File: config.mk
export PLATFORM = sky130hd
export DESIGN_NAME = lcd4_ctrl
export DESIGN_NICKNAME = d
export VERILOG_FILES = /design/src/rtl/lcd4_pkg.sv /design/src/rtl/lcd4_timer.sv /design/src/rtl/lcd4_init_seq.sv /design/src/rtl/lcd4_nib_tx.sv /design/src/rtl/lcd4_ctrl.sv
export SDC_FILE = /design/constraint.sdc
export NUM_CORES = 1
export LEC_CHECK = 0
export BUFFER_PORTS_ARGS = -buffer_cell sky130_fd_sc_hd__buf_2
export CORE_ASPECT_RATIO = 1.4
export CORE_MARGIN = 2
export CORE_UTILIZATION = 35
export DETAILED_ROUTE_END_ITERATION = 10
export GPL_TIMING_DRIVEN = 0
export PLACE_DENSITY = 0.58
export REMOVE_ABC_BUFFERS = 1
export SYNTH_ARGS = -nofsm -noshare
export SYNTH_HDL_FRONTEND = slang
export SYNTH_HIERARCHICAL = 1
export SYNTH_SLANG_ARGS = --single-unit
File: constraint.sdc
create_clock -name clk -period 13.1 [get_ports clk]
set_clock_uncertainty 0.05 [all_clocks]
set_input_delay 3.93 -clock clk [delete_from_list [all_inputs] [get_ports clk]]
set_output_delay 3.93 -clock clk [all_outputs]
set_load 0.01 [all_outputs]
File: src/rtl/lcd4_pkg.sv
package lcd4_pkg;

    localparam int US_W = 15;

    localparam int PWR_US   = 20000;
    localparam int FIRST_US = 4100;
    localparam int SECOND_US = 100;
    localparam int CYC_US   = 40;
    localparam int CLR_US   = 2000;
    localparam int HOME_US  = 1600;

    localparam int INIT_STEPS = 10;

    typedef enum logic [1:0] {
        OP_WAIT = 2'd0,
        OP_NIB  = 2'd1,
        OP_BYTE = 2'd2
    } op_e;

    typedef enum logic [1:0] {
        TX_IDLE  = 2'd0,
        TX_SETUP = 2'd1,
        TX_HIGH  = 2'd2,
        TX_WAIT  = 2'd3
    } tx_state_e;

    typedef struct packed {
        op_e             op;
        logic            rs;
        logic [7:0]      val;
        logic [US_W-1:0] us;
    } job_t;

    function automatic job_t mk_job(input op_e o, input logic [7:0] v, input int u);
        job_t j;
        j.op  = o;
        j.rs  = 1'b0;
        j.val = v;
        j.us  = US_W'(u);
        return j;
    endfunction

    function automatic job_t init_job(input int idx);
        case (idx)
            0:       return mk_job(OP_WAIT, 8'h00, PWR_US);
            1:       return mk_job(OP_NIB,  8'h03, FIRST_US);
            2:       return mk_job(OP_NIB,  8'h03, SECOND_US);
            3:       return mk_job(OP_NIB,  8'h03, CYC_US);
            4:       return mk_job(OP_NIB,  8'h02, CYC_US);
            5:       return mk_job(OP_BYTE, 8'h28, 0);
            6:       return mk_job(OP_BYTE, 8'h08, 0);
            7:       return mk_job(OP_BYTE, 8'h01, 0);
            8:       return mk_job(OP_BYTE, 8'h06, 0);
            default: return mk_job(OP_BYTE, 8'h0C, 0);
        endcase
    endfunction

    function automatic logic [US_W-1:0] tail_us(input logic rs, input logic [7:0] v);
        if (!rs && v == 8'h01)
            return US_W'(CLR_US);
        else if (!rs && v[7:1] == 7'b0000001)
            return US_W'(HOME_US);
        else
            return US_W'(CYC_US);
    endfunction

    function automatic int ns_to_cyc(input int ns, input int mhz);
        int c;
        c = (ns * mhz + 999) / 1000;
        return (c < 1) ? 1 : c;
    endfunction

endpackage

File: src/rtl/lcd4_timer.sv
module lcd4_timer #(
    parameter int W = 16
) (
    input  logic         clk,
    input  logic         rst,
    input  logic         load,
    input  logic [W-1:0] load_val,
    output logic         expired
);
    logic [W-1:0] cnt;

    always_ff @(posedge clk) begin
        if (rst)
            cnt <= '0;
        else if (load)
            cnt <= load_val;
        else if (cnt != '0)
            cnt <= cnt - W'(1);
    end

    assign expired = (cnt == '0);
endmodule

File: src/rtl/lcd4_init_seq.sv
module lcd4_init_seq
    import lcd4_pkg::*;
(
    input  logic clk,
    input  logic rst,
    input  logic job_ready,
    output logic job_valid,
    output job_t job,
    output logic done
);
    localparam int IW = $clog2(INIT_STEPS);

    logic [IW-1:0] idx;

    assign job       = init_job(int'(idx));
    assign job_valid = !done;

    always_ff @(posedge clk) begin
        if (rst) begin
            idx  <= '0;
            done <= 1'b0;
        end else if (job_valid && job_ready) begin
            if (idx == IW'(INIT_STEPS - 1))
                done <= 1'b1;
            else
                idx <= idx + IW'(1);
        end
    end
endmodule

File: src/rtl/lcd4_nib_tx.sv
module lcd4_nib_tx
    import lcd4_pkg::*;
#(
    parameter int CLK_MHZ    = 100,
    parameter int EN_HIGH_NS = 500
) (
    input  logic       clk,
    input  logic       rst,
    input  logic       job_valid,
    input  job_t       job,
    output logic       job_ready,
    output logic       lcd_rs,
    output logic       lcd_en,
    output logic [3:0] lcd_db
);
    localparam int TW     = $clog2(PWR_US * CLK_MHZ + 1) + 1;
    localparam int EN_CYC = ns_to_cyc(EN_HIGH_NS, CLK_MHZ);
    localparam logic [TW-1:0] MHZ_V = TW'(CLK_MHZ);

    function automatic logic [TW-1:0] us_cyc(input logic [US_W-1:0] u);
        return TW'(u) * MHZ_V - TW'(1);
    endfunction

    tx_state_e       state;
    job_t            cur;
    logic            low_half;
    logic [3:0]      db_q;
    logic            rs_q;
    logic            tmr_load;
    logic [TW-1:0]   tmr_val;
    logic            tmr_done;
    logic [US_W-1:0] post_us;

    lcd4_timer #(.W(TW)) u_timer (
        .clk      (clk),
        .rst      (rst),
        .load     (tmr_load),
        .load_val (tmr_val),
        .expired  (tmr_done)
    );

    always_comb begin
        if (cur.op == OP_BYTE && !low_half)
            post_us = US_W'(CYC_US);
        else if (cur.op == OP_BYTE)
            post_us = tail_us(cur.rs, cur.val);
        else
            post_us = cur.us;
    end

    always_comb begin
        tmr_load = 1'b0;
        tmr_val  = '0;
        case (state)
            TX_IDLE: begin
                if (job_valid && job.op == OP_WAIT) begin
                    tmr_load = 1'b1;
                    tmr_val  = us_cyc(job.us);
                end
            end
            TX_SETUP: begin
                tmr_load = 1'b1;
                tmr_val  = TW'(EN_CYC - 1);
            end
            TX_HIGH: begin
                if (tmr_done) begin
                    tmr_load = 1'b1;
                    tmr_val  = us_cyc(post_us);
                end
            end
            default: ;
        endcase
    end

    always_ff @(posedge clk) begin
        if (rst) begin
            state    <= TX_IDLE;
            cur      <= '0;
            low_half <= 1'b0;
            db_q     <= '0;
            rs_q     <= 1'b0;
        end else begin
            case (state)
                TX_IDLE: begin
                    if (job_valid) begin
                        cur      <= job;
                        low_half <= 1'b0;
                        rs_q     <= job.rs;
                        db_q     <= (job.op == OP_NIB) ? job.val[3:0] : job.val[7:4];
                        state    <= (job.op == OP_WAIT) ? TX_WAIT : TX_SETUP;
                    end
                end
                TX_SETUP: state <= TX_HIGH;
                TX_HIGH: begin
                    if (tmr_done)
                        state <= TX_WAIT;
                end
                TX_WAIT: begin
                    if (tmr_done) begin
                        if (cur.op == OP_BYTE && !low_half) begin
                            low_half <= 1'b1;
                            db_q     <= cur.val[3:0];
                            state    <= TX_SETUP;
                        end else begin
                            state <= TX_IDLE;
                        end
                    end
                end
                default: state <= TX_IDLE;
            endcase
        end
    end

    assign job_ready = (state == TX_IDLE);
    assign lcd_en    = (state == TX_HIGH);
    assign lcd_db    = db_q;
    assign lcd_rs    = rs_q;
endmodule

File: src/rtl/lcd4_ctrl.sv
module lcd4_ctrl
    import lcd4_pkg::*;
#(
    parameter int CLK_MHZ    = 100,
    parameter int EN_HIGH_NS = 500
) (
    input  logic       clk,
    input  logic       rst,
    input  logic       req_valid,
    input  logic       req_rs,
    input  logic [7:0] req_data,
    output logic       ready,
    output logic       lcd_rs,
    output logic       lcd_rw,
    output logic       lcd_en,
    output logic [3:0] lcd_db
);
    logic init_valid;
    job_t init_job_w;
    logic init_done;
    logic tx_ready;
    logic tx_valid;
    job_t tx_job;
    job_t host_job;

    lcd4_init_seq u_seq (
        .clk       (clk),
        .rst       (rst),
        .job_ready (tx_ready),
        .job_valid (init_valid),
        .job       (init_job_w),
        .done      (init_done)
    );

    always_comb begin
        host_job.op  = OP_BYTE;
        host_job.rs  = req_rs;
        host_job.val = req_data;
        host_job.us  = '0;
    end

    assign tx_valid = init_done ? req_valid : init_valid;
    assign tx_job   = init_done ? host_job  : init_job_w;

    lcd4_nib_tx #(
        .CLK_MHZ    (CLK_MHZ),
        .EN_HIGH_NS (EN_HIGH_NS)
    ) u_tx (
        .clk       (clk),
        .rst       (rst),
        .job_valid (tx_valid),
        .job       (tx_job),
        .job_ready (tx_ready),
        .lcd_rs    (lcd_rs),
        .lcd_en    (lcd_en),
        .lcd_db    (lcd_db)
    );

    assign ready  = init_done && tx_ready;
    assign lcd_rw = 1'b0;
endmodule

After elaboration in Yosys (flattened, before gate mapping)

Memory sizes are Yosys's and may differ from the RTL's. A register that Yosys moved wholly into a read port is not among the register bits.
Index checks and enable logic that the tools add are counted.

$add $sub $neg: 4
Multipliers: 2
Equality and inequality tests: 12
Multiplexer cells: 31
Bitwise operators: 1
Reductions and logical operators: 20

Operators by type and width:

| cell                                                                    | number |
|---|---|
| 22-bit 2-to-1 mux                                                       | 4 |
| 22-bit one-hot mux with 3 select lines                                  | 1 |
| 22-bit by 1-bit subtractor with 22-bit output, second input constant    | 3 |
| 15-bit 2-to-1 mux                                                       | 3 |
| 15-bit by 5-bit multiplier with 20-bit output, second input constant    | 2 |
| 26-bit 2-to-1 mux                                                       | 1 |
| 4-bit 2-to-1 mux                                                        | 6 |
| 22-bit logical NOT                                                      | 1 |
| 22-bit nonzero test                                                     | 1 |
| 11-bit 2-to-1 mux                                                       | 1 |
| 8-bit by 1-bit equality test with 1-bit output, second input constant   | 1 |
| 2-bit 2-to-1 mux                                                        | 4 |
| 2-bit by 1-bit inequality test with 1-bit output, second input constant | 4 |
| 2-bit one-hot mux with 4 select lines                                   | 1 |
| 4-bit one-hot mux with 2 select lines                                   | 1 |
| 7-bit by 1-bit equality test with 1-bit output, second input constant   | 1 |
| 1-bit 2-to-1 mux                                                        | 7 |
| 2-bit equality test, second input constant                              | 3 |
| 1-bit logical AND                                                       | 6 |
| 2-bit AND reduction                                                     | 3 |
| 4-bit by 1-bit adder with 4-bit output, second input constant           | 1 |
| 2-bit by 1-bit equality test with 1-bit output, second input constant   | 2 |
| 4-bit equality test, second input constant                              | 1 |
| 2-bit logical NOT                                                       | 2 |
| 7 further kinds                                                         | 10 |

Register bits after elaboration: 60
ROM bits: 256
Input bits: 12
Output and inout bits: 8
Memories: 1

Memory list:

| memory           | depth | bits a word | rd ports | clocked after Yosys merged registers in | wr ports | line           | text |
|---|---|---|---|---|---|---|---|
| (name not given) | 16    | 16          | 1        | 1                                       | 0        | lcd4_pkg.sv:44 | `case (idx)` |

Longest topological paths before layout

Gate-level depths: netlist of run 1.

Depth after elaboration: 11
Depth in mapped cells: 24
Gate-level depth less buffers: 23

Hierarchy

Netlist of run 1, hierarchy kept.

Modules (own cells, without submodules):

| module        | times used | cells each | area an instance (um^2) | sequential area each (um^2) |
|---|---|---|---|---|
| lcd4_nib_tx   | 1          | 754        | 5,726.7                 | 660.6 |
| lcd4_timer    | 1          | 145        | 1,201.2                 | 440.4 |
| lcd4_init_seq | 1          | 83         | 819.5                   | 360.3 |
| lcd4_ctrl     | 1          | 33         | 285.3                   | 0.0 |

Worst setup path before layout of run 1

Ideal clock, no wire load.

Path type: input port to flip-flop
Start: in req_valid
End: reg u_tx.u_timer.cnt[19]
Library setup time: 0.069 ns
Arrival time: 6.020 ns
Slack: 6.961 ns
Cell stages on the path: 12
Buffers on the path: 3
Cell sequence: mux2_2 > and2_1 > clkbuf_1 > nand2_1 > a21oi_1 > a21o_1 > clkbuf_1 > clkinv_1 > nor2_1 > clkbuf_1 > nand2_1 > o21ai_1

Cells in the longest elaborated chain, start to end: 5

RTL lines:

| item                                                    | line              | text |
|---|---|---|
| start, declared                                         | lcd4_ctrl.sv:9    | `input logic req_valid,` |
| 1-bit 2-to-1 mux (*)                                    | lcd4_ctrl.sv:42   | `assign tx_valid = init_done ? req_valid : init_valid;` |
| 1-bit logical AND (*)                                   | lcd4_nib_tx.sv:56 | `if (job_valid && job.op == OP_WAIT) begin` |
| 1-bit 2-to-1 mux (*)                                    | lcd4_nib_tx.sv:56 |  |
| 1-bit one-hot mux with 3 select lines (*)               | lcd4_nib_tx.sv:54 | `case (state)` |
| named net u_tx.tmr_load                                 | lcd4_nib_tx.sv:29 | `logic tmr_load;` |
| 22-bit 2-to-1 mux or 2-bit nonzero test (tied branches) | n/a               |  |
| end signal, assigned                                    | lcd4_timer.sv:16  | `cnt <= load_val;` |
| end signal, assigned                                    | lcd4_timer.sv:18  | `cnt <= cnt - W'(1);` |
| end, declared                                           | lcd4_timer.sv:10  | `logic [W-1:0] cnt;` |

The timed path passes the listed nets; every way through them passes the cells marked *.
A chain may end at the register's enable or synchronous reset.

Final worst setup path of run 1

Start: in req_valid
End: reg u_tx.u_timer.cnt[16]

Cells in the longest elaborated chain, start to end: 5

RTL lines:

| item                                                    | line              | text |
|---|---|---|
| 1-bit 2-to-1 mux (*)                                    | lcd4_ctrl.sv:42   |  |
| named net tx_valid                                      | lcd4_ctrl.sv:22   | `logic tx_valid;` |
| 1-bit logical AND (*)                                   | lcd4_nib_tx.sv:56 |  |
| 1-bit 2-to-1 mux (*)                                    | lcd4_nib_tx.sv:56 |  |
| 1-bit one-hot mux with 3 select lines (*)               | lcd4_nib_tx.sv:54 |  |
| named net u_tx.tmr_load                                 | lcd4_nib_tx.sv:29 |  |
| 22-bit 2-to-1 mux or 2-bit nonzero test (tied branches) | n/a               |  |

Marked as above.

==> impl_metrics.yaml, run 1 <==
status:
  status: "complete, no violations"
global_routing:
  overflow: 0
  grt_use_total_pct: 16.08
  grt_max_degree: 52
  antenna_found_initial: 0
  grt_first_pass_wirelength_mm: 31.80
  grt_pass1_vias: 6639
setup_path:
  slowest_delay_ns: 0.82
  start_kind: "primary input"
  crit_arrival_ns: 7.24
  required_ns: 13.32
  path_buf_inv: 2
  path_max_fanout: 27
  cp_top_family: "simple AND/OR/NAND/NOR gates"
  cpMostUsedCell: "nand2_1"
  crit_path_top_delay_cell: "and2_1"
  cp-end-kind: "flop"
  critPathKind: "in2reg"
  crit_chain: "buf_2 -> mux2_2 -> and2_1 -> nand2_1 -> a21oi_1 -> a21o_1 -> clkinv_1 -> nor2_1 -> nand2_1 -> o21ai_1"
timing:
  tightest_slew_ns: 1.127
  fin_tns_setup_ns: 0
  rsz0062_at_grt: "no"
  hold_slack_ns: 0.4055
  post-route-min-period_ns: 7.022
  fmax_mhz: 142.4
  slew_headroom_pct: 24.79
  finalCritPeriodShare_pct: 53.60
  hold_violations: 0
  slew_violations: 0
  finalSetupViolations: 0
clocking:
  clk_latency_ns: 0.34
  ctsHoldBuffers: 0
  cts-resized-gates: 0
  htreeDepth: 3
  clk_path_buf_depth: 2
  cts_tree: "yes"
  cts.sinks: 73
  cts_setup_buffers: 0
  clk_pin_slew_ns: 0.06
  cts-buffers-inserted: 9
  root_buffer: "clkbuf_16"
synth:
  ys_ff_latch: 73
  synth-edff-count: 0
  synth_top_family_by_area: "adder cells"
  synth_area_per_cell_sq_um: 7.914
  ys_warn_count: 6
  synth-main-ff-cell: "dfxtp_1"
  seq_area_frac_synth_pct: 18.19
  synth_compound_area_share_pct: 16.43
  ys_top_cells_by_area: "dfxtp_1 18%, ha_1 18%, inv_1 5.8%, nand2_1 5.4%, fa_1 5.0%"
  async_flop_share_pct: 0
  synth-adder-area-share_pct: 22.59
  synth_xor_xnor_area_share_pct: 7.866
  synth-simple-area-share_pct: 22.46
  netlist_area_sq_mm: 0.008033
  synth_top_area_share_pct: 18.19
  syn_inst: 1015
  yosysUniqueCellTypes: 87
  synth_top_area_cell: "dfxtp_1"
  synth_mux_area_share_pct: 3.271
floorplan:
  start_util_pct: 35.66
  die_y_microns: 183.3
  die_x_microns: 132.0
  core_area_sq_mm: 0.02253
  die-area_sq_mm: 0.02420
  ios: 20
  row_count: 65
drt:
  viasPerCell: 5.050
  drtIter0Drc: 228
  drc: 0
  drt_wl_total_mm: 18.71
  first_pass_iters: 6
  postRouteAntennaNets: 0
  detail_route.wl_per_cell_microns: 14.23
  vias: 6641
placed_design:
  dp_hpwl_mm: 15.28
  gp_congestion: 0.8411
  numPortBuffers: 18
finish:
  final_nets: 1154
  drive_gt1_share_pct: 7.396
  diodes: 0
  synthToLayoutAreaGrowth_pct: 6.589
run:
  cap_viol_max_count: 0
min_path:
  hp-class: "reg2reg"
-- cell families after synthesis --
kind of cell	Yosys count
XOR/XNOR	69
multiplexers	24
adder cells (fa/ha/maj)	133
AO/OA/AOI/OAI	192
buffers and inverters	172
flip-flops	73
AND/OR/NAND/NOR	350
other	2
-- worst reg2reg max path, stage by stage (launching register included) --
cell and delay (ns):
dfxtp_1 0.33, nor4_1 0.30, nand2_1 0.13, o21ai_0 0.61, o21ai_0 0.38, inv_1 0.18, ha_1 0.25, ha_1 0.28
inv_1 0.05, fa_1 0.49, inv_1 0.04, ha_1 0.43, o21ai_0 0.19, o311a_1 0.37, a211oi_1 0.46, xnor2_1 0.26
o2111ai_1 0.24, nor4_2 0.27, xnor3_1 0.25, o2bb2ai_1 0.17, nor2_1 0.16, nor3_1 0.06
-- cell usage after synthesis, types with 4 or more instances --
library cell / count
o21a_1: 11
a21oi_1: 49
clkbuf_1: 22
ha_1: 113
mux2i_1: 12
and2b_1: 9
a31oi_1: 6
or2_2: 6
nor4_1: 8
or4_1: 5
a211oi_1: 10
xor2_1: 32
nor3b_1: 5
a22oi_1: 12
o31ai_1: 4
buf_4: 16
nand2b_1: 8
nor2b_1: 15
mux2_2: 10
o2111ai_1: 4
o211ai_1: 5
nand3b_1: 7
nand2_1: 115
fa_1: 20
a21o_1: 11
o21ai_1: 13
and3_1: 4
nor2_1: 72
nor3_1: 28
o21ai_0: 28
or3_1: 11
inv_1: 124
nand4_1: 9
nand3_1: 17
and2_1: 9
dfxtp_1: 73
xnor2_1: 35
-- final cells by class --
| type | instances | area (sq um) |
|---|---|---|
| fill | 2404 | 13970 |
| multi-input combinational | 779 | 5879 |
| sequential | 73 | 1461 |
| inverter | 128 | 483.0 |
| tap | 301 | 376.6 |
| clock buffer | 10 | 229.0 |
| timing repair buffer | 18 | 90.09 |
| clock inverter | 6 | 42.54 |
-- sequential cells by signal (all words and copies together) (netlist names) --
register	flops
u_tx/state	2
u_tx/u_timer/cnt	22
u_tx/low_half	1
u_seq/done	1
u_seq/idx	4
u_tx/lcd_db	4
u_tx/lcd_rs	1
u_tx/cur	25
u_seq/job	13
-- placed cells by master, fill, tap and decap left out, drive strengths merged, types with 9 or more instances in the layout --
cell type  instances
nor2b             16
a21oi             50
clkbuf            10
mux2              12
and2              10
xnor2             35
a22oi             12
and2b              9
ha               113
or3               11
inv              127
o21a              11
dfxtp             73
nand3             18
a211oi            11
fa                20
a21o              11
nor3              29
xor2              32
buf               18
nor4              13
o21ai             41
conb              11
mux2i             12
nand4              9
nor2              72
nand2            117
-- routing by layer --
metal  vias up  GRT usage, %  routed length [microns]
met4         0         7.000                      673
met3        27         1.271                      407
met5         -             0                        0
met1      3102         17.66                     7661
met2        72         31.27                     9964
li1       3440             -                        -
-- stage by stage --
step	setup slack (ns)	utilization, %	cells	area (sq um)
after CTS	6.127	38.01	1315	8562
after floorplan	6.832	-	980	7819
after detailed placement	5.791	36.80	1299	8290
after global placement	5.798	36.78	1299	8285
final	6.078	38.01	1315	8562
after global routing	5.703	38.01	1315	8562
-- path summary, 6_finish.rpt --
path | from | to | slack [ns] | cells after the start
min | u_tx/cur[2] | u_tx/cur[2] | 0.41 | 2
max | req_valid | u_tx/u_timer/cnt[16] | 6.08 | 10
min reg2reg | u_tx/cur[2] | u_tx/cur[2] | 0.41 | 2
max reg2reg | u_tx/cur[18] | u_tx/u_timer/cnt[21] | 7.00 | 21
Power of run 1 is not shown: default switching activity piles up to over one toggle a cycle in this logic, so the estimate is an artifact.
==> inputs of run 2 (changes only) <==
Settings changed: ABC_AREA from default to 1.
Clock period 13.1 ns to 7.4 ns, I/O delays scaled along.
==> impl_metrics.yaml, run 2 <==
global_routing:
  grt_max_degree: 37
  overflow: 0
  grt_pass1_vias: 7902
  grt_first_pass_wirelength_mm: 37.07
  grt_use_total_pct: 16.74
  antenna_found_initial: 0
placed_design:
  post-place-ws_ns: 2.019
  numPortBuffers: 18
  placed_area_sq_mm: 0.009228
  dp_hpwl_mm: 18.19
  gp_congestion: 0.8324
setup_path:
  crit_arrival_ns: 5.67
  crit_path_top_delay_cell: "o41ai_1"
  cpMostUsedCell: "nand2_1"
  path_max_fanout: 6
  required_ns: 7.63
  critPathKind: "reg2reg"
  cp-end-kind: "flop"
  slowest_delay_ns: 0.56
  path_buf_inv: 5
  cp_top_family: "simple AND/OR/NAND/NOR gates"
  start_kind: "flop"
floorplan:
  die_y_microns: 193.1
  start_util_pct: 35.46
  die_x_microns: 139.1
  die-area_sq_mm: 0.02685
  core_area_sq_mm: 0.02521
  row_count: 69
  ios: 20
finish:
  nFillCells: 2779
  layout_common_cells: "353 x nand2_1, 257 x inv_1, 122 x nor2_1"
  layout_commonest_cell: "nand2_1"
  synthToLayoutAreaGrowth_pct: 6.410
  largest_reg_flops: 25
  drive_gt1_share_pct: 10.55
  final_nets: 1552
  largest-register: "u_tx/cur"
  diodes: 0
  final_area_sq_mm: 0.009513
clocking:
  cts-buffers-inserted: 9
  clk_latency_ns: 0.34
  htreeDepth: 3
  cts-resized-gates: 0
  clk_pin_slew_ns: 0.07
  cts_tree: "yes"
  root_buffer: "clkbuf_16"
  clk_path_buf_depth: 2
  ctsHoldBuffers: 0
  cts_setup_buffers: 0
  cts.sinks: 73
timing:
  finalCritPeriodShare_pct: 73.56
  fmax_mhz: 183.7
  fin_tns_setup_ns: 0
  slew_violations: 0
  setup_slack_ns: 1.957
  slew_headroom_pct: 9.488
  tightest_slew_ns: 1.356
  hold_violations: 0
  post-route-min-period_ns: 5.443
  finalSetupViolations: 0
  rsz0062_at_grt: "no"
synth:
  seq_area_frac_synth_pct: 16.35
  netlist_area_sq_mm: 0.008940
  ys_top_cells_by_area: "dfxtp_1 16%, ha_1 16%, nand2_1 15%, inv_1 11%, nor2_1 5.1%"
  syn_inst: 1404
  async_flop_share_pct: 0
  yosysMostFrequentCell: "nand2_1"
  ys_warn_count: 6
  synth-edff-count: 0
  synth_area_per_cell_sq_um: 6.367
  yosysUniqueCellTypes: 49
  synth_top_area_share_pct: 16.35
  yosys-top-cells-count: "353 x nand2_1, 257 x inv_1, 122 x nor2_1"
  synth_top_area_cell: "dfxtp_1"
  ys_ff_latch: 73
  synth-main-ff-cell: "dfxtp_1"
status:
  status: "complete, no violations"
drt:
  first_pass_iters: 5
  drtIter0Drc: 358
  drc: 0
  postRouteAntennaNets: 0
  drt_wl_total_mm: 21.74
  detail_route.wl_per_cell_microns: 12.56
  viasPerCell: 4.740
  vias: 8205
min_path:
  hp-class: "reg2reg"
run:
  cap_viol_max_count: 0
## run 2: changes by cell type after synthesis, sizes merged, moves of 12 or more
| cell | delta |
|---|---|
| nand3 | +83 |
| nand2 | +281 |
| xnor2 | -27 |
| nor2b | -16 |
| mux2 | -12 |
| nor3 | -24 |
| o21ai | +22 |
| xor2 | -17 |
| a21oi | +40 |
| inv | +148 |
| mux2i | -12 |
| nor2 | +74 |
## run 2: worst paths after layout
check / from / end / slack, ns / cells past startpoint
worst max-delay path: u_tx/cur[22] / u_tx/u_timer/cnt[20] / 1.96 / 26
worst min-delay path: u_tx/cur[24] / u_tx/cur[24] / 0.40 / 2
worst max register to register: u_tx/cur[22] / u_tx/u_timer/cnt[20] / 1.96 / 26
worst min register to register: u_tx/cur[24] / u_tx/cur[24] / 0.40 / 2
## run 2: tightest hold or removal path, stage by stage (launching register included)
cell and delay [ns]:
dfxtp_1 0.31, inv_2 0.05, a21oi_1 0.05
## run 2: routing by layer
layer | track usage [%] | up-vias | wire length, microns
li1 | - | 4385 | -
met1 | 18.59 | 3686 | 9133
met2 | 33.54 | 102 | 11630
met3 | 1.309 | 32 | 391
met4 | 5.400 | 0 | 577
met5 | 0 | - | 0
## run 2: layout make-up
cell class	count	area, sq um	area share (%)
tap	319	399.1	4.196
timing repair buffer	19	101.3	1.065
clock inverter	7	60.06	0.6313
multi-input combinational	1027	6221	65.40
inverter	277	1045	10.98
sequential	73	1461	15.36
clock buffer	9	225.2	2.367
## run 2: cells by family (layout without fill, tap and decap cells)
kind of cell | after synthesis | count (layout) | share of synthesized area [%]
AO/OA/AOI/OAI | 175 | 175 | 10.69
XOR/XNOR | 23 | 23 | 2.253
adder cells (fa/ha/maj) | 133 | 133 | 20.29
buffers and inverters | 313 | 312 | 14.51
flip-flops | 73 | 73 | 16.35
other | 2 | 11 | 0.08401
AND/OR/NAND/NOR | 685 | 685 | 35.82
## run 2: metrics by stage
stage	hold WS, ns	utilization, %	instances
floorplan	0.3748	-	1377
global placement	0.3867	36.53	1714
detailed placement	0.3904	36.60	1715
CTS	0.4002	37.74	1731
global route	0.4319	37.74	1731
finish	0.3969	37.74	1731
Power of run 2 is left out for the same reason.
==> inputs of run 3 (changes only) <==
Clock period 7.4 ns to 5.4 ns, I/O delays scaled along.
==> impl_metrics.yaml, run 3 (synthesized netlist as in run 2, its figures left out) <==
finish:
  drive_gt1_share_pct: 10.91
  final_nets: 1552
  diodes: 0
  largest_reg_flops: 25
  largest-register: "u_tx/cur"
  layout_common_cells: "352 x nand2_1, 257 x inv_1, 122 x nor2_1"
  synthToLayoutAreaGrowth_pct: 6.648
  layout_commonest_cell: "nand2_1"
clocking:
  ctsHoldBuffers: 0
  root_buffer: "clkbuf_16"
  cts-buffers-inserted: 9
  cts-resized-gates: 0
  cts_setup_buffers: 0
  cts.sinks: 73
  clk_latency_ns: 0.34
  clk_path_buf_depth: 2
  htreeDepth: 3
  cts_tree: "yes"
  clk_pin_slew_ns: 0.07
setup_path:
  cp-end-kind: "flop"
  critPathKind: "reg2reg"
  start_kind: "flop"
  required_ns: 5.63
  cpMostUsedCell: "nand2_1"
  path_max_fanout: 6
  slowest_delay_ns: 0.49
  cp_top_family: "simple AND/OR/NAND/NOR gates"
  crit_path_top_delay_cell: "fa_1"
  crit_arrival_ns: 5.24
  path_buf_inv: 5
timing:
  post-route-min-period_ns: 5.010
  fin_tns_setup_ns: 0
  tightest_slew_ns: 0.9472
  fmax_mhz: 199.6
  slew_headroom_pct: 36.86
  finalSetupViolations: 0
  hold_violations: 0
  finalCritPeriodShare_pct: 92.77
  slew_violations: 0
  rsz0062_at_grt: "no"
drt:
  postRouteAntennaNets: 0
  drt_wl_total_mm: 21.72
  detail_route.wl_per_cell_microns: 12.55
  drtIter0Drc: 360
  vias: 8198
  viasPerCell: 4.736
  drc: 0
  first_pass_iters: 5
floorplan:
  core_area_sq_mm: 0.02521
  row_count: 69
  die_x_microns: 139.1
  die-area_sq_mm: 0.02685
  start_util_pct: 35.46
  die_y_microns: 193.1
  ios: 20
global_routing:
  antenna_found_initial: 0
  grt_max_degree: 37
  grt_pass1_vias: 7902
  overflow: 0
  grt_first_pass_wirelength_mm: 37.07
  grt_use_total_pct: 16.74
placed_design:
  dp_hpwl_mm: 18.19
  numPortBuffers: 18
  gp_congestion: 0.8324
run:
  cap_viol_max_count: 0
status:
  status: "complete, no violations"
min_path:
  hp-class: "reg2reg"
-- run 3: final cells by class --
cell class | instances | area, sq um
clock inverters | 7 | 60.06
flip-flops and latches | 73 | 1463
fillers | 2784 | 15680
inverters | 277 | 1045
repair buffers | 19 | 101.3
well taps | 319 | 399.1
multi-input cells | 1027 | 6241
clock buffers | 9 | 225.2
-- run 3: worst reg2reg max path: cells and delay by family (launching register included) --
| kind | cells | cell delay [ns] |
|---|---|---|
| fa+ha+maj | 4 | 1.40 |
| buf+inv | 5 | 0.41 |
| flops | 1 | 0.32 |
| compound gates | 5 | 1.28 |
| simple gates | 12 | 1.49 |
-- run 3: final timing paths --
path	cells after the start	start	slack [ns]	to
setup reg to reg	26	u_tx/cur[17]	0.39	u_tx/u_timer/cnt[20]
hold / removal	2	u_tx/cur[24]	0.41	u_tx/cur[24]
hold reg to reg	2	u_tx/cur[24]	0.41	u_tx/cur[24]
setup / recovery	26	u_tx/cur[17]	0.39	u_tx/u_timer/cnt[20]
-- run 3: per-stage QoR --
stage / hold slack [ns] / std cells / area, sq um / util, % / worst slack [ns]
after floorplan: 0.3748 / 1377 / 8721 / - / 1.095
after global placement: 0.3867 / 1714 / 9210 / 36.53 / 0.06253
after detailed placement: 0.3904 / 1715 / 9228 / 36.60 / 0.01899
after CTS: 0.4002 / 1731 / 9513 / 37.74 / 0.01325
after global routing: 0.4419 / 1731 / 9534 / 37.82 / 0.02882
final: 0.4081 / 1731 / 9534 / 37.82 / 0.3902
-- run 3: routing by layer --
layer | part of all wire (%) | vias up | GRT usage (%)
met5 | 0 | - | 0
met4 | 2.8 | 0 | 5.400
met3 | 1.7 | 30 | 1.309
met2 | 54 | 97 | 33.54
met1 | 42 | 3688 | 18.59
li1 | - | 4383 | -
Power of run 3 is left out for the same reason.
